===== config.mk =====
export PLATFORM = sky130hd
export DESIGN_NAME = mesi_line_ctrl
export DESIGN_NICKNAME = d
export VERILOG_FILES = /design/src/rtl/mesi_pkg.sv /design/src/rtl/mesi_state_array.sv /design/src/rtl/mesi_snoop_eval.sv /design/src/rtl/mesi_req_ctrl.sv /design/src/rtl/mesi_line_ctrl.sv
export SDC_FILE = /design/constraint.sdc
export NUM_CORES = 1
export LEC_CHECK = 0
export BUFFER_PORTS_ARGS = -buffer_cell sky130_fd_sc_hd__buf_4
export CAP_MARGIN = 20
export CORE_MARGIN = 10
export CORE_UTILIZATION = 40
export DETAILED_ROUTE_END_ITERATION = 6
export REMOVE_ABC_BUFFERS = 1
export SLEW_MARGIN = 20
export SYNTH_ARGS = -nofsm -noshare
export SYNTH_HDL_FRONTEND = slang
export SYNTH_SLANG_ARGS = --single-unit

===== constraint.sdc =====
create_clock -name clk -period 5.8 [get_ports clk]
set_input_delay 1.45 -clock clk [delete_from_list [all_inputs] [get_ports clk]]
set_output_delay 1.45 -clock clk [all_outputs]
set_load 0.02 [all_outputs]

===== src/rtl/mesi_pkg.sv =====
package mesi_pkg;

    typedef enum logic [1:0] {
        ST_INV = 2'b00,
        ST_SHD = 2'b01,
        ST_EXC = 2'b10,
        ST_MOD = 2'b11
    } line_state_t;

    typedef enum logic [1:0] {
        BK_NONE = 2'b00,
        BK_RD   = 2'b01,
        BK_RDX  = 2'b10,
        BK_UPG  = 2'b11
    } bus_kind_t;

    typedef struct packed {
        logic        hit;
        line_state_t nxt;
        bus_kind_t   kind;
    } cpu_plan_t;

    // Next state of a line that another agent's transaction names.
    function automatic line_state_t snoop_next(line_state_t cur, bus_kind_t k);
        line_state_t n;
        n = cur;
        case (k)
            BK_RD:          n = (cur == ST_INV) ? ST_INV : ST_SHD;
            BK_RDX, BK_UPG: n = ST_INV;
            default:        n = cur;
        endcase
        return n;
    endfunction

    // Decide whether a processor access hits and, if not, what to ask the bus.
    function automatic cpu_plan_t plan_cpu(line_state_t cur, logic wr);
        cpu_plan_t p;
        if (wr) begin
            p.hit = (cur == ST_MOD) || (cur == ST_EXC);
        end else begin
            p.hit = (cur != ST_INV);
        end
        p.nxt  = (wr && p.hit) ? ST_MOD : cur;
        if (p.hit) begin
            p.kind = BK_NONE;
        end else if (wr) begin
            p.kind = (cur == ST_SHD) ? BK_UPG : BK_RDX;
        end else begin
            p.kind = BK_RD;
        end
        return p;
    endfunction

    // State installed when the own bus transaction completes.
    function automatic line_state_t fill_state(bus_kind_t k, logic others_have);
        line_state_t n;
        if (k == BK_RD) begin
            n = others_have ? ST_SHD : ST_EXC;
        end else begin
            n = ST_MOD;
        end
        return n;
    endfunction

endpackage


===== src/rtl/mesi_state_array.sv =====
module mesi_state_array
    import mesi_pkg::*;
#(
    parameter int NUM_LINES = 16,
    parameter int IDX_W     = $clog2(NUM_LINES)
) (
    input  logic             clk,
    input  logic             rst,
    input  logic [IDX_W-1:0] rd_cpu_idx,
    output line_state_t      rd_cpu_st,
    input  logic [IDX_W-1:0] rd_snp_idx,
    output line_state_t      rd_snp_st,
    input  logic             fill_we,
    input  logic [IDX_W-1:0] fill_idx,
    input  line_state_t      fill_st,
    input  logic             snp_we,
    input  logic [IDX_W-1:0] snp_idx,
    input  line_state_t      snp_st,
    input  logic             cpu_we,
    input  logic [IDX_W-1:0] cpu_idx,
    input  line_state_t      cpu_st
);

    line_state_t st_q [NUM_LINES];

    // One state register per line; completion of the own transaction wins,
    // then the snoop, then a processor hit.
    generate
        for (genvar g = 0; g < NUM_LINES; g++) begin : g_line
            always_ff @(posedge clk) begin
                if (rst) begin
                    st_q[g] <= ST_INV;
                end else if (fill_we && (fill_idx == IDX_W'(g))) begin
                    st_q[g] <= fill_st;
                end else if (snp_we && (snp_idx == IDX_W'(g))) begin
                    st_q[g] <= snp_st;
                end else if (cpu_we && (cpu_idx == IDX_W'(g))) begin
                    st_q[g] <= cpu_st;
                end
            end
        end
    endgenerate

    assign rd_cpu_st = st_q[rd_cpu_idx];
    assign rd_snp_st = st_q[rd_snp_idx];

endmodule


===== src/rtl/mesi_snoop_eval.sv =====
module mesi_snoop_eval
    import mesi_pkg::*;
(
    input  logic        snp_valid,
    input  bus_kind_t   snp_kind,
    input  line_state_t cur_st,
    output logic        upd_we,
    output line_state_t upd_st,
    output logic        hit_shared,
    output logic        need_flush
);

    logic active;

    always_comb begin
        active     = snp_valid && (snp_kind != BK_NONE);
        upd_we     = active;
        upd_st     = snoop_next(cur_st, snp_kind);
        hit_shared = active && (snp_kind == BK_RD) && (cur_st != ST_INV);
        need_flush = active && (cur_st == ST_MOD);
    end

endmodule


===== src/rtl/mesi_req_ctrl.sv =====
module mesi_req_ctrl
    import mesi_pkg::*;
#(
    parameter int IDX_W = 4
) (
    input  logic             clk,
    input  logic             rst,
    input  logic             accept,
    input  cpu_plan_t        plan,
    input  logic [IDX_W-1:0] req_idx,
    input  logic             bus_done,
    input  logic             bus_shared,
    input  logic             snp_valid,
    input  bus_kind_t        snp_kind,
    input  logic [IDX_W-1:0] snp_idx,
    output logic             busy,
    output bus_kind_t        pend_kind,
    output logic [IDX_W-1:0] pend_idx,
    output logic             fill_we,
    output line_state_t      fill_st,
    output logic             ack
);

    logic      busy_q;
    bus_kind_t kind_q;
    logic [IDX_W-1:0] idx_q;
    logic      ack_q;
    logic      lost_race;

    // Another writer claims the line while the own upgrade waits: the copy
    // is gone, so the request must now fetch data as well.
    assign lost_race = busy_q && !bus_done && (kind_q == BK_UPG) && snp_valid
                       && (snp_idx == idx_q)
                       && ((snp_kind == BK_RDX) || (snp_kind == BK_UPG));

    always_ff @(posedge clk) begin
        if (rst) begin
            busy_q <= 1'b0;
            kind_q <= BK_NONE;
            idx_q  <= '0;
            ack_q  <= 1'b0;
        end else begin
            ack_q <= 1'b0;
            if (!busy_q) begin
                if (accept) begin
                    if (plan.hit) begin
                        ack_q <= 1'b1;
                    end else begin
                        busy_q <= 1'b1;
                        kind_q <= plan.kind;
                        idx_q  <= req_idx;
                    end
                end
            end else if (bus_done) begin
                busy_q <= 1'b0;
                kind_q <= BK_NONE;
                ack_q  <= 1'b1;
            end else if (lost_race) begin
                kind_q <= BK_RDX;
            end
        end
    end

    assign busy      = busy_q;
    assign pend_kind = busy_q ? kind_q : BK_NONE;
    assign pend_idx  = idx_q;
    assign fill_we   = busy_q && bus_done;
    assign fill_st   = fill_state(kind_q, bus_shared);
    assign ack       = ack_q;

endmodule


===== src/rtl/mesi_line_ctrl.sv =====
module mesi_line_ctrl
    import mesi_pkg::*;
#(
    parameter int NUM_LINES = 16,
    parameter int IDX_W     = $clog2(NUM_LINES)
) (
    input  logic             clk,
    input  logic             rst,
    input  logic             cpu_req_valid,
    input  logic             cpu_req_write,
    input  logic [IDX_W-1:0] cpu_req_idx,
    output logic             cpu_req_ready,
    output logic             cpu_ack,
    output logic [1:0]       cpu_line_state,
    output logic             breq_valid,
    output logic [1:0]       breq_kind,
    output logic [IDX_W-1:0] breq_idx,
    input  logic             bus_done,
    input  logic             bus_shared,
    input  logic             snp_valid,
    input  logic [1:0]       snp_kind,
    input  logic [IDX_W-1:0] snp_idx,
    output logic             snp_shared,
    output logic             snp_flush
);

    bus_kind_t   snp_kind_e;
    line_state_t cpu_st;
    line_state_t snp_cur_st;
    line_state_t snp_new_st;
    line_state_t fill_st;
    logic        snp_we;
    logic        fill_we;
    logic        busy;
    logic        collide;
    logic        accept;
    cpu_plan_t   plan;
    bus_kind_t   pend_kind;

    assign snp_kind_e = bus_kind_t'(snp_kind);

    mesi_state_array #(
        .NUM_LINES (NUM_LINES),
        .IDX_W     (IDX_W)
    ) u_array (
        .clk        (clk),
        .rst        (rst),
        .rd_cpu_idx (cpu_req_idx),
        .rd_cpu_st  (cpu_st),
        .rd_snp_idx (snp_idx),
        .rd_snp_st  (snp_cur_st),
        .fill_we    (fill_we),
        .fill_idx   (breq_idx),
        .fill_st    (fill_st),
        .snp_we     (snp_we),
        .snp_idx    (snp_idx),
        .snp_st     (snp_new_st),
        .cpu_we     (accept && plan.hit),
        .cpu_idx    (cpu_req_idx),
        .cpu_st     (plan.nxt)
    );

    mesi_snoop_eval u_snoop (
        .snp_valid  (snp_valid),
        .snp_kind   (snp_kind_e),
        .cur_st     (snp_cur_st),
        .upd_we     (snp_we),
        .upd_st     (snp_new_st),
        .hit_shared (snp_shared),
        .need_flush (snp_flush)
    );

    always_comb begin
        plan    = plan_cpu(cpu_st, cpu_req_write);
        collide = snp_valid && (snp_kind_e != BK_NONE) && (snp_idx == cpu_req_idx);
    end

    assign cpu_req_ready = !busy && !collide;
    assign accept        = cpu_req_valid && cpu_req_ready;

    mesi_req_ctrl #(
        .IDX_W (IDX_W)
    ) u_req (
        .clk        (clk),
        .rst        (rst),
        .accept     (accept),
        .plan       (plan),
        .req_idx    (cpu_req_idx),
        .bus_done   (bus_done),
        .bus_shared (bus_shared),
        .snp_valid  (snp_valid),
        .snp_kind   (snp_kind_e),
        .snp_idx    (snp_idx),
        .busy       (busy),
        .pend_kind  (pend_kind),
        .pend_idx   (breq_idx),
        .fill_we    (fill_we),
        .fill_st    (fill_st),
        .ack        (cpu_ack)
    );

    assign breq_valid     = busy;
    assign breq_kind      = pend_kind;
    assign cpu_line_state = cpu_st;

endmodule


Word level (Yosys, flattened, before mapping)

Memories as Yosys holds them, arrays and structs flattened.
Index checks and enable logic that the tools add are counted.

Add/subtract/negate cells: 0
$mul: 0
Div/mod/pow operators: 0
$lt $le $gt $ge: 0
Equality and inequality tests: 58
Shift-type cells: 0
Muxes and demuxes: 264
Bitwise operators: 50
Reduce and logical (&&, ||, !) cells: 79

Operators with widths:

| operator                                               | count |
|---|---|
| two-way mux 1 bit                                      | 205 |
| two-way mux 2 bit                                      | 58 |
| equality test 4 bit (second input constant)            | 24 |
| logical AND 1 bit                                      | 63 |
| equality test 4 x 3 -> 1 bit (second input constant)   | 12 |
| bitwise OR 1 bit                                       | 48 |
| equality test 4 x 2 -> 1 bit (second input constant)   | 6 |
| equality test 2 bit (second input constant)            | 6 |
| equality test 4 x 1 -> 1 bit (second input constant)   | 3 |
| logical NOT 4 bit                                      | 3 |
| equality test 4 bit                                    | 2 |
| nonzero test 2 bit                                     | 4 |
| equality test 2 x 1 -> 1 bit (second input constant)   | 3 |
| AND reduction 3 bit                                    | 2 |
| case mux 2 bit (2 select lines)                        | 1 |
| logical NOT 1 bit                                      | 3 |
| inequality test 3 bit (second input constant)          | 1 |
| logical NOT 2 bit                                      | 1 |
| logical OR 1 bit                                       | 2 |
| inequality test 2 x 1 -> 1 bit (second input constant) | 1 |
| inverter 1 bit                                         | 2 |
| OR reduction 2 bit                                     | 1 |

Flip-flop bits (word level): 8
Latch bits: 0
RAM bits: 32
ROM bits: 0
Bits of input ports: 17
Output and inout bits: 13
Logic and storage cells: 456
Memories: 1

Memory list:

| memory       | depth | width | read ports | clocked after memory_dff | wr ports | RTL line               | source |
|---|---|---|---|---|---|---|---|
| u_array.st_q | 16    | 2     | 2          | 0                        | 16       | mesi_state_array.sv:24 | `line_state_t st_q [NUM_LINES];` |

Depth between registers and ports, before layout

Word-level depth: 14
Depth in mapped cells: 10
Mapped depth without buffers: 7

Modules after synthesis

From an unflattened synthesis, not the netlist that was laid out.

Cell total of the unflattened synthesis: 363
Area total of the unflattened synthesis: 3,394.5 um2

Modules (own cells, without submodules):

| module           | times used | cells an instance | area an instance (um2) | seq. area each (um2) |
|---|---|---|---|---|
| mesi_state_array | 1          | 292               | 2,815.2                | 960.9 |
| mesi_req_ctrl    | 1          | 44                | 414.1                  | 160.2 |
| mesi_line_ctrl   | 1          | 19                | 122.6                  | 0.0 |
| mesi_snoop_eval  | 1          | 8                 | 42.5                   | 0.0 |

Worst setup path after synthesis

Ideal clock, no wire load.

Path kind: input to output
From: input port snp_idx[1]
To: output port snp_shared
Data arrival time: 3.181 ns
Required time: 4.350 ns
Slack: 1.169 ns
Stages on the path: 6
Buffers on the path: 2
Cells stage by stage: clkbuf_1 clkbuf_1 mux4_2 mux2i_1 mux2_2 a211oi_1

Longest elaborated chain between the ends: 3

Ends and longest elaborated chain:

| item                | RTL line              | source |
|---|---|---|
| start, declared     | mesi_line_ctrl.sv:22  | `input logic [IDX_W-1:0] snp_idx,` |
| memory (16 x 2 bit) | --                    |  |
| nonzero test 2 bit  | mesi_snoop_eval.sv:19 | `hit_shared = active && (snp_kind == BK_RD) && (cur_st != ST_INV);` |
| logical AND 1 bit   | mesi_snoop_eval.sv:19 |  |
| end, declared       | mesi_line_ctrl.sv:23  | `output logic snp_shared,` |

Every way passes these cells.

Final worst setup path

From: input port snp_idx[0]
To: output port snp_shared

The elaborated chain is that of the path after synthesis.

==> reports/results.ini <==
[sta]
fin_crit_sh_pct=78.18
finalSetupViolations=0
fin_tns_setup_ns=0
relSlewSlack_pct=49.72
slew_violations=0
rsz0062_at_grt=no
layout_setup_ws_ns=1.265
fin_crit_ns=4.535
max_freq_mhz=220.5
fin_skew_ns=0.009988
tightest_slew_ns=0.7484
hold_violations=0

[grt]
overflow=0
antenna_found_initial=0
grt_max_degree=18
grt_pass1_vias=3021
grt_pass1_wl_um=18150
groute.usage.overall_pct=19.99

[logic_synthesis]
syn_avg_cell_area_um2=8.936
synth.top_cells.by_count=52 x nand2_1, 37 x nor2_1, 32 x edfxtp_1
synth_top_flop_cell=edfxtp_1
synth_area_leaders=edfxtp_1 30%, mux4_2 12%, nand2_1 6.1%, dfxtp_1 5.0%, nor2_1 4.3%
synth-seq-cells=40
yosys.area.top_type_share_pct=29.95
async_flop_share_pct=0
synth_edf_count=32
synth_cells=359
yosys_warnings=0
netlist_area_um2=3208
synth.distinct_cells=53
seq_area_frac_synth_pct=34.95
yosysMostFrequentCell=nand2_1
synth_area_leader_cell=edfxtp_1

[clock_tree]
clkLatencyLatePin_ns=0.30
holdBufCountCts=0
cts.repair.resized=0
numCtsBuffers=5
ctsHtreeMaxLevel=2
clk_pin_slew_worst_paths_ns=0.08
clock-sinks=40
cts_buffer_depth=2
tritoncts=done
cts_setup_buffers=0
root_buffer=clkbuf_8

[worst_setup_path]
cp.arrival_ns=3.08
crit_top_cell=buf_4
crit_family=compound AO/OA/AOI/OAI gates
start_kind=input port
r2r-start=u_array.st_q[15][0]
r2r_slack_ns=2.87
worstPathCellList=buf_4 -> mux4_2 -> a22o_1 -> a221oi_2 -> a211oi_1 -> buf_4
end_kind=output pin
cp_slowest_cell=mux4_2
reg2reg_depth=6
cp.required_ns=4.35
cpPeakStageDelay_ns=0.56
crit_type=input port to output pin
crit_fanout=16
worst-path-buf-inv=2
rr_endpoint=u_array.st_q[10][1]

[drt]
drc=0
drtIter0Drc=552
vias=3169
avgViaCountPerCell=6.743
ant_nets=0
finalWirelength_um=11720
wl_per_cell_um=24.94
firstDrtPassIters=5

[hold_path]
hold_start=u_req.kind_q[1]
whs_path_depth=2
min_to=u_req.kind_q[1]
hold_class=flop to flop

[placement]
port_buffers=29
place_ws_ns=1.297
gp_congestion=0.9975
hpwl_um=8956

[final_layout]
seqCellArea_um2=1121
fillers=786
drive_gt1_share_pct=17.39
n_antenna_cell=0
utilization_pct=45.72
fin_nets=384
area_growth_syn_to_layout_pct=10.69
multi_input_area_um2=1928

[floorplan]
dieArea_um2=12000
dieHeight_um=109.6
start_util_pct=41.30
coreArea_um2=7767
io_pins=30
num_rows=32
chipWidth_um=109.6

[pwr]
p_total_w=0.0007733
leakage_nw=1.144
peakVddDrop_mv=0.09594
cellPowerDensity_nw_per_um2=217.8

[outcome]
outcome=finished clean

[run]
max-cap-violations=0

## worst register-to-register path, cell delays in order, from the launching register on
cell and delay, ns:
edfxtp_1 0.45, mux4_2 0.51, mux4_2 0.56, nand2b_1 0.16, a21o_1 0.48, buf_4 0.30, o211ai_1 0.17
## sequential cells by signal, indices dropped and copies added (netlist names)
| register | count |
|---|---|
| u_array.st_q | 32 |
| u_req.kind_q | 2 |
| u_req.pend_idx | 4 |
| u_req.ack | 1 |
| u_req.busy | 1 |
## where the power goes
part           leakage [nW]  switching (W)  internal (W)
Clock                0.0541       0.000109      0.000127
Sequential            0.397      0.0000176      0.000326
Combinational         0.693       0.000123     0.0000698
## worst max path at each step
stage,slack [ns],depth (start not counted),to,start
finish,1.27,6,snp_shared,snp_idx[0]
global route,1.17,6,snp_shared,snp_idx[0]
CTS,1.28,6,snp_shared,snp_idx[0]
detailed placement,1.30,6,snp_shared,snp_idx[0]
global placement,1.32,6,snp_shared,snp_idx[0]
floorplan,1.67,4,snp_shared,snp_idx[0]
## cells by family after synthesis
kind of cell | Yosys count | synth area share, %
AOI/OAI and AO/OA | 100 | 21.76
DFF | 40 | 34.95
and+or+nand+nor | 150 | 22.00
muxes | 24 | 14.16
buffers and inverters | 37 | 4.953
xor gates and xnor gates | 8 | 2.184
## per-stage QoR
step,hold WS [ns],cell area [um2],cells
after floorplan,0.4551,3072,328
after global routing,0.5297,3551,470
after CTS,0.5074,3551,470
final,0.5044,3551,470
after detailed placement,0.4953,3440,462
after global placement,0.4913,3440,462
## cell usage in the layout (no fill, tap or decap), types with 9 or more instances in the layout
cell type	count
nor2_1	37
nor3_1	16
mux4_2	17
o211ai_1	10
a21oi_1	17
nand2_1	52
o22ai_1	16
o31ai_1	9
a22oi_1	12
edfxtp_1	32
buf_4	32
## final cells by class
| cell class | instances | share of cell area (%) |
|---|---|---|
| flip-flops and latches | 40 | 31.57 |
| repair buffers | 32 | 6.765 |
| clock buffers | 5 | 1.938 |
| well taps | 102 | 3.594 |
| inverters | 6 | 0.6342 |
| clock inverters | 3 | 1.198 |
| multi-input cells | 282 | 54.30 |
## per-layer routing
metal  global-route usage [%]  routed length [um]  up-vias
li1                         -                   -     1392
met1                    27.06                4615     1504
met2                    31.60                5413      236
met3                    3.979                1346       37
met4                    5.948                 347        0
met5                        0                   0        -
No activity file was read; power rests on OpenSTA's default activity.
